[src/rtl/lvp_pkg.sv]
package lvp_pkg;
  typedef enum logic [1:0] {
    LC_SKIP  = 2'd0,
    LC_USE   = 2'd1,
    LC_CONST = 2'd2
  } lclass_e;
endpackage

[src/rtl/lvp_value_tbl.sv]
module lvp_value_tbl #(
  parameter int DATA_W = 32,
  parameter int IDX_W  = 6
) (
  input  logic              clk,
  input  logic              rst_n,
  input  logic [IDX_W-1:0]  lk_idx,
  output logic [DATA_W-1:0] lk_data,
  input  logic              vf_valid,
  input  logic [IDX_W-1:0]  vf_idx,
  input  logic [DATA_W-1:0] vf_data,
  output logic              vf_match
);
  localparam int DEPTH = 1 << IDX_W;

  logic [DATA_W-1:0] mem_q [DEPTH];

  assign lk_data  = mem_q[lk_idx];
  assign vf_match = (mem_q[vf_idx] == vf_data);

  always_ff @(posedge clk or negedge rst_n) begin
    if (!rst_n) begin
      for (int i = 0; i < DEPTH; i++) mem_q[i] <= '0;
    end else if (vf_valid && !vf_match) begin
      mem_q[vf_idx] <= vf_data;
    end
  end

  AST_VT_LAST_VALUE: assert property (@(posedge clk) disable iff (!rst_n)
    vf_valid |=> mem_q[$past(vf_idx)] == $past(vf_data));
endmodule

[src/rtl/lvp_class_tbl.sv]
module lvp_class_tbl #(
  parameter int CNT_W = 2,
  parameter int IDX_W = 6
) (
  input  logic             clk,
  input  logic             rst_n,
  input  logic [IDX_W-1:0] lk_idx,
  output logic             lk_top,
  output logic             lk_use,
  input  logic             vf_valid,
  input  logic [IDX_W-1:0] vf_idx,
  input  logic             vf_ok,
  output logic             vf_sat
);
  localparam int DEPTH = 1 << IDX_W;
  localparam logic [CNT_W-1:0] CMAX = '1;

  logic [CNT_W-1:0] cnt_q [DEPTH];
  logic [CNT_W-1:0] cur, nxt, lk_cnt;

  assign lk_cnt = cnt_q[lk_idx];
  assign lk_top = (lk_cnt == CMAX);

  generate
    if (CNT_W == 1) begin : g_one_bit
      assign lk_use = 1'b0;
    end else begin : g_multi_bit
      assign lk_use = (lk_cnt == CMAX - 1'b1);
    end
  endgenerate

  always_comb begin
    cur = cnt_q[vf_idx];
    if (vf_ok) nxt = (cur == CMAX) ? cur : cur + 1'b1;
    else       nxt = (cur == '0)   ? cur : cur - 1'b1;
  end
  assign vf_sat = (nxt == CMAX);

  always_ff @(posedge clk or negedge rst_n) begin
    if (!rst_n) begin
      for (int i = 0; i < DEPTH; i++) cnt_q[i] <= '0;
    end else if (vf_valid) begin
      cnt_q[vf_idx] <= nxt;
    end
  end

  AST_CNT_SAT_HIGH: assert property (@(posedge clk) disable iff (!rst_n)
    (vf_valid && vf_ok && cnt_q[vf_idx] == CMAX) |=> cnt_q[$past(vf_idx)] == CMAX);
  AST_CNT_SAT_LOW: assert property (@(posedge clk) disable iff (!rst_n)
    (vf_valid && !vf_ok && cnt_q[vf_idx] == '0) |=> cnt_q[$past(vf_idx)] == '0);
endmodule

[src/rtl/lvp_const_trk.sv]
module lvp_const_trk #(
  parameter int PC_W   = 32,
  parameter int ADDR_W = 32,
  parameter int N      = 4
) (
  input  logic              clk,
  input  logic              rst_n,
  input  logic [PC_W-1:0]   lk_pc,
  output logic              lk_hit,
  input  logic              fill_en,
  input  logic [PC_W-1:0]   fill_pc,
  input  logic [ADDR_W-1:0] fill_addr,
  input  logic              snp_valid,
  input  logic [ADDR_W-1:0] snp_addr
);
  localparam int PTR_W = (N > 1) ? $clog2(N) : 1;

  logic [N-1:0]      v_q;
  logic [PC_W-1:0]   pc_q [N];
  logic [ADDR_W-1:0] ad_q [N];
  logic [PTR_W-1:0]  rr_q;
  logic [N-1:0]      lk_m, fl_m, snp_m;
  logic [PTR_W-1:0]  tgt;
  logic              found, do_fill;

  for (genvar g = 0; g < N; g++) begin : g_cmp
    assign lk_m[g]  = v_q[g] && (pc_q[g] == lk_pc);
    assign fl_m[g]  = v_q[g] && (pc_q[g] == fill_pc);
    assign snp_m[g] = snp_valid && v_q[g] && (ad_q[g] == snp_addr);
  end
  assign lk_hit  = |lk_m;
  assign do_fill = fill_en && !(snp_valid && snp_addr == fill_addr);

  always_comb begin
    tgt   = rr_q;
    found = 1'b0;
    for (int i = 0; i < N; i++)
      if (!found && fl_m[i]) begin tgt = PTR_W'(i); found = 1'b1; end
    for (int i = 0; i < N; i++)
      if (!found && !v_q[i]) begin tgt = PTR_W'(i); found = 1'b1; end
  end

  always_ff @(posedge clk or negedge rst_n) begin
    if (!rst_n) begin
      v_q  <= '0;
      rr_q <= '0;
      for (int i = 0; i < N; i++) begin pc_q[i] <= '0; ad_q[i] <= '0; end
    end else begin
      for (int i = 0; i < N; i++) if (snp_m[i]) v_q[i] <= 1'b0;
      if (do_fill) begin
        v_q[tgt]  <= 1'b1;
        pc_q[tgt] <= fill_pc;
        ad_q[tgt] <= fill_addr;
        if (!found) rr_q <= (rr_q == PTR_W'(N - 1)) ? '0 : rr_q + 1'b1;
      end
    end
  end

  // checker state: last snooped address must be gone from every live entry
  logic              chk_d_q;
  logic [ADDR_W-1:0] chk_a_q;
  logic [N-1:0]      chk_m;
  always_ff @(posedge clk or negedge rst_n) begin
    if (!rst_n) begin chk_d_q <= 1'b0; chk_a_q <= '0; end
    else begin chk_d_q <= snp_valid; chk_a_q <= snp_addr; end
  end
  for (genvar g = 0; g < N; g++) begin : g_chk
    assign chk_m[g] = v_q[g] && (ad_q[g] == chk_a_q);
  end

  AST_SNOOP_REVOKE: assert property (@(posedge clk) disable iff (!rst_n)
    chk_d_q |-> chk_m == '0);
  AST_PC_UNIQUE: assert property (@(posedge clk) disable iff (!rst_n)
    $onehot0(lk_m));
endmodule

[src/rtl/lvp_top.sv]
module lvp_top #(
  parameter int PC_W   = 32,
  parameter int ADDR_W = 32,
  parameter int DATA_W = 32,
  parameter int IDX_W  = 6,
  parameter int PC_LSB = 2,
  parameter int CNT_W  = 2,
  parameter int TRK_N  = 4
) (
  input  logic              clk,
  input  logic              rst_n,
  input  logic              pq_valid,
  output logic              pq_ready,
  input  logic [PC_W-1:0]   pq_pc,
  output logic              pr_valid,
  input  logic              pr_ready,
  output logic [DATA_W-1:0] pr_value,
  output logic [1:0]        pr_class,
  input  logic              vf_valid,
  input  logic [PC_W-1:0]   vf_pc,
  input  logic [ADDR_W-1:0] vf_addr,
  input  logic [DATA_W-1:0] vf_value,
  input  logic              st_valid,
  input  logic [ADDR_W-1:0] st_addr
);
  import lvp_pkg::*;

  logic [IDX_W-1:0]  lk_idx, vf_idx;
  logic [DATA_W-1:0] lk_data;
  logic              vf_match, vf_sat, lk_top, lk_use, trk_hit, accept;
  lclass_e           cls;
  logic              pr_valid_q;
  logic [DATA_W-1:0] pr_value_q;
  lclass_e           pr_class_q;

  assign lk_idx = pq_pc[PC_LSB +: IDX_W];
  assign vf_idx = vf_pc[PC_LSB +: IDX_W];

  lvp_value_tbl #(.DATA_W(DATA_W), .IDX_W(IDX_W)) u_vt (
    .clk(clk), .rst_n(rst_n), .lk_idx(lk_idx), .lk_data(lk_data),
    .vf_valid(vf_valid), .vf_idx(vf_idx), .vf_data(vf_value), .vf_match(vf_match));

  lvp_class_tbl #(.CNT_W(CNT_W), .IDX_W(IDX_W)) u_ct (
    .clk(clk), .rst_n(rst_n), .lk_idx(lk_idx), .lk_top(lk_top), .lk_use(lk_use),
    .vf_valid(vf_valid), .vf_idx(vf_idx), .vf_ok(vf_match), .vf_sat(vf_sat));

  lvp_const_trk #(.PC_W(PC_W), .ADDR_W(ADDR_W), .N(TRK_N)) u_trk (
    .clk(clk), .rst_n(rst_n), .lk_pc(pq_pc), .lk_hit(trk_hit),
    .fill_en(vf_valid && vf_match && vf_sat), .fill_pc(vf_pc), .fill_addr(vf_addr),
    .snp_valid(st_valid), .snp_addr(st_addr));

  always_comb begin
    if (lk_top)      cls = trk_hit ? LC_CONST : LC_USE;
    else if (lk_use) cls = LC_USE;
    else             cls = LC_SKIP;
  end

  assign pq_ready = !pr_valid_q || pr_ready;
  assign accept   = pq_valid && pq_ready;

  always_ff @(posedge clk or negedge rst_n) begin
    if (!rst_n) begin
      pr_valid_q <= 1'b0;
      pr_value_q <= '0;
      pr_class_q <= LC_SKIP;
    end else if (accept) begin
      pr_valid_q <= 1'b1;
      pr_value_q <= lk_data;
      pr_class_q <= cls;
    end else if (pr_ready) begin
      pr_valid_q <= 1'b0;
    end
  end

  assign pr_valid = pr_valid_q;
  assign pr_value = pr_value_q;
  assign pr_class = pr_class_q;

  AST_RESP_HOLD: assert property (@(posedge clk) disable iff (!rst_n)
    (pr_valid && !pr_ready) |=> pr_valid && $stable(pr_value) && $stable(pr_class));
  AST_ACCEPT_RESP: assert property (@(posedge clk) disable iff (!rst_n)
    (pq_valid && pq_ready) |=> pr_valid);
  AST_CLASS_LEGAL: assert property (@(posedge clk) disable iff (!rst_n)
    pr_valid |-> pr_class != 2'd3);
endmodule

[config.mk]
export PLATFORM = sky130hd
export DESIGN_NAME = lvp_top
export DESIGN_NICKNAME = d
export VERILOG_FILES = /design/src/rtl/lvp_pkg.sv /design/src/rtl/lvp_value_tbl.sv /design/src/rtl/lvp_class_tbl.sv /design/src/rtl/lvp_const_trk.sv /design/src/rtl/lvp_top.sv
export SDC_FILE = /design/constraint.sdc
export NUM_CORES = 2
export LEC_CHECK = 0
export CELL_PAD_IN_SITES_DETAIL_PLACEMENT = 0
export CELL_PAD_IN_SITES_GLOBAL_PLACEMENT = 1
export CORE_MARGIN = 3
export CORE_UTILIZATION = 49
export CTS_CLUSTER_SIZE = 14
export DETAILED_ROUTE_END_ITERATION = 8
export DONT_BUFFER_PORTS = 1
export PLACE_DENSITY_LB_ADDON = 0.1
export SYNTH_ARGS = -nofsm -noshare
export SYNTH_HDL_FRONTEND = slang
export SYNTH_SLANG_ARGS = --single-unit
[constraint.sdc]
create_clock -name clk -period 3.43 [get_ports clk]
set_input_delay 1.029 -clock clk [delete_from_list [all_inputs] [get_ports clk]]
set_output_delay 1.029 -clock clk [all_outputs]
set_load 0.01 [all_outputs]
==> results_dict.tcl <==
set metrics [dict create \
    slew_violations 206 \
    min_path_type "input port to asynchronous set/reset pin" \
    place.gp.congestion 0.909 \
    total_power_mw 84.0 \
    fin_crit_sh 1.42 \
    clock.fmax_ghz 0.206 \
    synth_edf_count 0 \
    setup_slack_ns -1.43 \
    leakagePower_nw 78.7 \
    ys_warn_count 0 \
    io_buffers 0 \
    swShare 0.270 \
    yosys-top-cells-area "dfrtp_1, mux2_2, mux4_2, mux2i_1, a221o_1" \
    die_height_microns 524 \
    drt-total-wl_mm 545 \
    yosysTopAreaCell "dfrtp_1" \
    outcome "finished with violations" \
    p_clk_frac 0.380 \
    layout-drive-gt1-share 0.526 \
    post-synth-top-count-cell "dfrtp_1" \
    viasPerCell 6.74 \
    syn_avg_cell_area_sq_um 13.8 \
    syn_inst 9568 \
    area_growth_pct 27.1 \
    hpwl_mm 317 \
    p_per_area_nw_per_um2 501 \
    setup_viol 2682 \
    cp.arrival_ns 5.63 \
    antenna_found_initial 21 \
    dr.pass1.iters 6 \
    post_drt_wl_per_cell_microns 36.7 \
    worstSkewPairLatency_ns 0.92 \
    path_class "input port to register" \
    grt_pass1_vias 101000 \
    synth_area_sq_um 132000 \
    post-route-min-period_ns 4.86 \
    rows 189 \
    grt_max_degree 779 \
    finalHoldViolCount 0 \
    antenna_left 0 \
    fill_cells 20200 \
    core_sq_um 266000 \
    vdd_drop_max_v 0.000413 \
    pwr-share-seq 0.422 \
    die_x_microns 524 \
    syn_nets 9735 \
    startpoint_type "input port" \
    drtIter0Drc 11800 \
    yosysSeqAreaShare 0.470 \
    violations "slew limit, setup timing" \
    vias 100000 \
    power_switching_mw 22.6 \
    start_util 0.495 \
    worstPathMaxFanout 81 \
    p_comb_frac 0.199 \
    die_area_sq_um 275000 \
    dpl.cell_count 14100 \
    rsz0062_at_grt "true" \
    cap_violations 0 \
    cts_max_path_buffers 4 \
    synthArstFlopShare 1.00 \
    cts_max_level 5 \
    skew_ns 0.0417 \
    synth-seq-cells 2473 \
    route.detailed.drc 0 \
    grtUsageTotal 0.376 \
    cts.sinks 2473 \
    maxSlewHeadroom -0.259 \
    numCtsBuffers 286 \
    synth_cell_type_count 70 \
    gr-total-overflow 0 \
    endpoint_kind "register" \
    max_slew.worst_pin.slew_ns 1.89 \
    p_int_mw 61.3 \
    grt_first_pass_wirelength_mm 749 \
    fin_nets 11300 \
    stdcell_count 14900 \
    synth_top_flop_cell "dfrtp_1" \
    synth_top_area_frac 0.470 \
    path_clk_slew_ns 0.06 \
    cts_tree "done" \
    synth_common_cells "dfrtp_1, mux2_2, mux4_2" \
    crit_required_ns 4.21 \
    num_io_pins 202 \
    cts_root_buffer "clkbuf_16" \
]
==> power by group through the flow <==
stage,registers (mW),logic (mW),clock network [mW]
floorplan,35.1,9.10,0
global placement,35.5,14.7,0
detailed placement,35.8,15.1,0
CTS,35.3,15.6,32.2
global route,35.8,17.6,33.4
finish,35.4,16.7,31.9
==> what timing repair did <==
action | in CTS | in global routing
cloned | 34 | 48
pin swaps | 85 | 50
setup buffers | 61 | 37
hold endpoints to repair | 1 | 0
resized for setup | 238 | 127
setup endpoints to repair | 3548 | 2944
hold buffers | 1 | 0
==> state kept, by name, indices dropped and copies added, names as in the netlist <==
signal      cells
u_vt.mem_q   2048
u_ct.cnt_q    128
u_trk.ad_q    128
u_trk.pc_q    128
pr_value       32
u_trk.v_q       4
pr_class        2
u_trk.rr_q      2
pr_valid        1
==> layer usage <==
| metal | track usage | routed length (microns) | vias to the layer above |
|---|---|---|---|
| met5 | 0 | 54 | - |
| met4 | 0.200 | 34500 | 8 |
| met3 | 0.0951 | 56400 | 1404 |
| met2 | 0.566 | 243000 | 5525 |
| met1 | 0.502 | 211000 | 53200 |
| li1 | - | - | 39900 |
==> stage by stage <==
stage                     TNS (ns)  instance area, sq um  hold slack [ns]  setup WS (ns)   util
after floorplan           -2240.84                132000            0.476          -1.03      -
after global placement    -8376.92                152000            0.487          -2.75  0.573
final                     -3147.57                167000           0.0452          -1.43  0.629
after global routing      -3258.72                167000           0.0593          -1.43  0.629
after CTS                 -2236.65                165000           0.0301          -1.06  0.620
after detailed placement  -8419.55                152000            0.495          -3.01  0.573
==> worst max-delay path: stages <==
cell and delay (ns):
and2_4 0.32, buf_12 0.15, bufbuf_16 0.28, buf_4 0.16, a221o_1 0.36, a21oi_2 0.21, o22ai_2 0.13, nor4_4 0.27
xnor2_1 0.11, buf_4 0.18, nor4_4 0.35, buf_4 0.17, nand4_1 0.10, buf_6 0.17, buf_12 0.13, buf_16 0.15
buf_4 0.16, nor3_4 0.24, buf_12 0.21, clkbuf_16 0.19, mux2_2 0.34
==> cells in the final DEF, fill, tap and decap left out, types with 65 or more instances in the layout <==
master	count
a21oi_1	207
a21oi_2	65
a221o_1	396
a31oi_1	68
buf_12	337
buf_4	1775
clkbuf_1	72
clkbuf_16	330
dfrtp_1	2473
mux2_1	129
mux2_2	2182
mux2i_1	512
mux4_2	759
nand2_1	98
nor2_1	258
nor4_1	73
o22ai_1	329
xnor2_1	220
xor2_1	198
==> cells by family after synthesis <==
| group | Yosys count | share of synthesized area |
|---|---|---|
| AO/OA/AOI/OAI | 1323 | 0.0737 |
| XOR/XNOR | 442 | 0.0294 |
| adder cells (fa/ha/maj) | 1 | 0.0000950 |
| buffers and inverters | 1062 | 0.0340 |
| flip-flops | 2473 | 0.470 |
| multiplexers | 3615 | 0.369 |
| AND/OR/NAND/NOR | 652 | 0.0239 |
==> worst paths after layout <==
check / from / to / slack, ns / depth (start not counted)
worst max-delay path: vf_pc[3] / u_trk.ad_q[41] / -1.43 / 21
worst min-delay path: rst_n / u_vt.mem_q[1599] / 0.05 / 1
worst max register to register: u_vt.mem_q[1491] / u_vt.mem_q[1195] / -1.00 / 18
worst min register to register: u_trk.ad_q[67] / u_trk.ad_q[67] / 0.51 / 1
max in group asynchronous: rst_n / u_vt.mem_q[79] / -0.41 / 5
min in group clk: pq_valid / pr_valid / 0.25 / 1
==> layout make-up <==
class,count,area [sq um],area share
flip-flops and latches,2473,61900,0.370
repair buffers,2280,23900,0.143
multi-input cells,6033,67600,0.404
clock buffers,410,8210,0.0490
well taps,3533,4420,0.0264
clock inverters,95,1330,0.00794
inverters,15,68.8,0.000411
diodes,17,42.5,0.000254
Note: power is estimated with default switching activity, not from simulation.
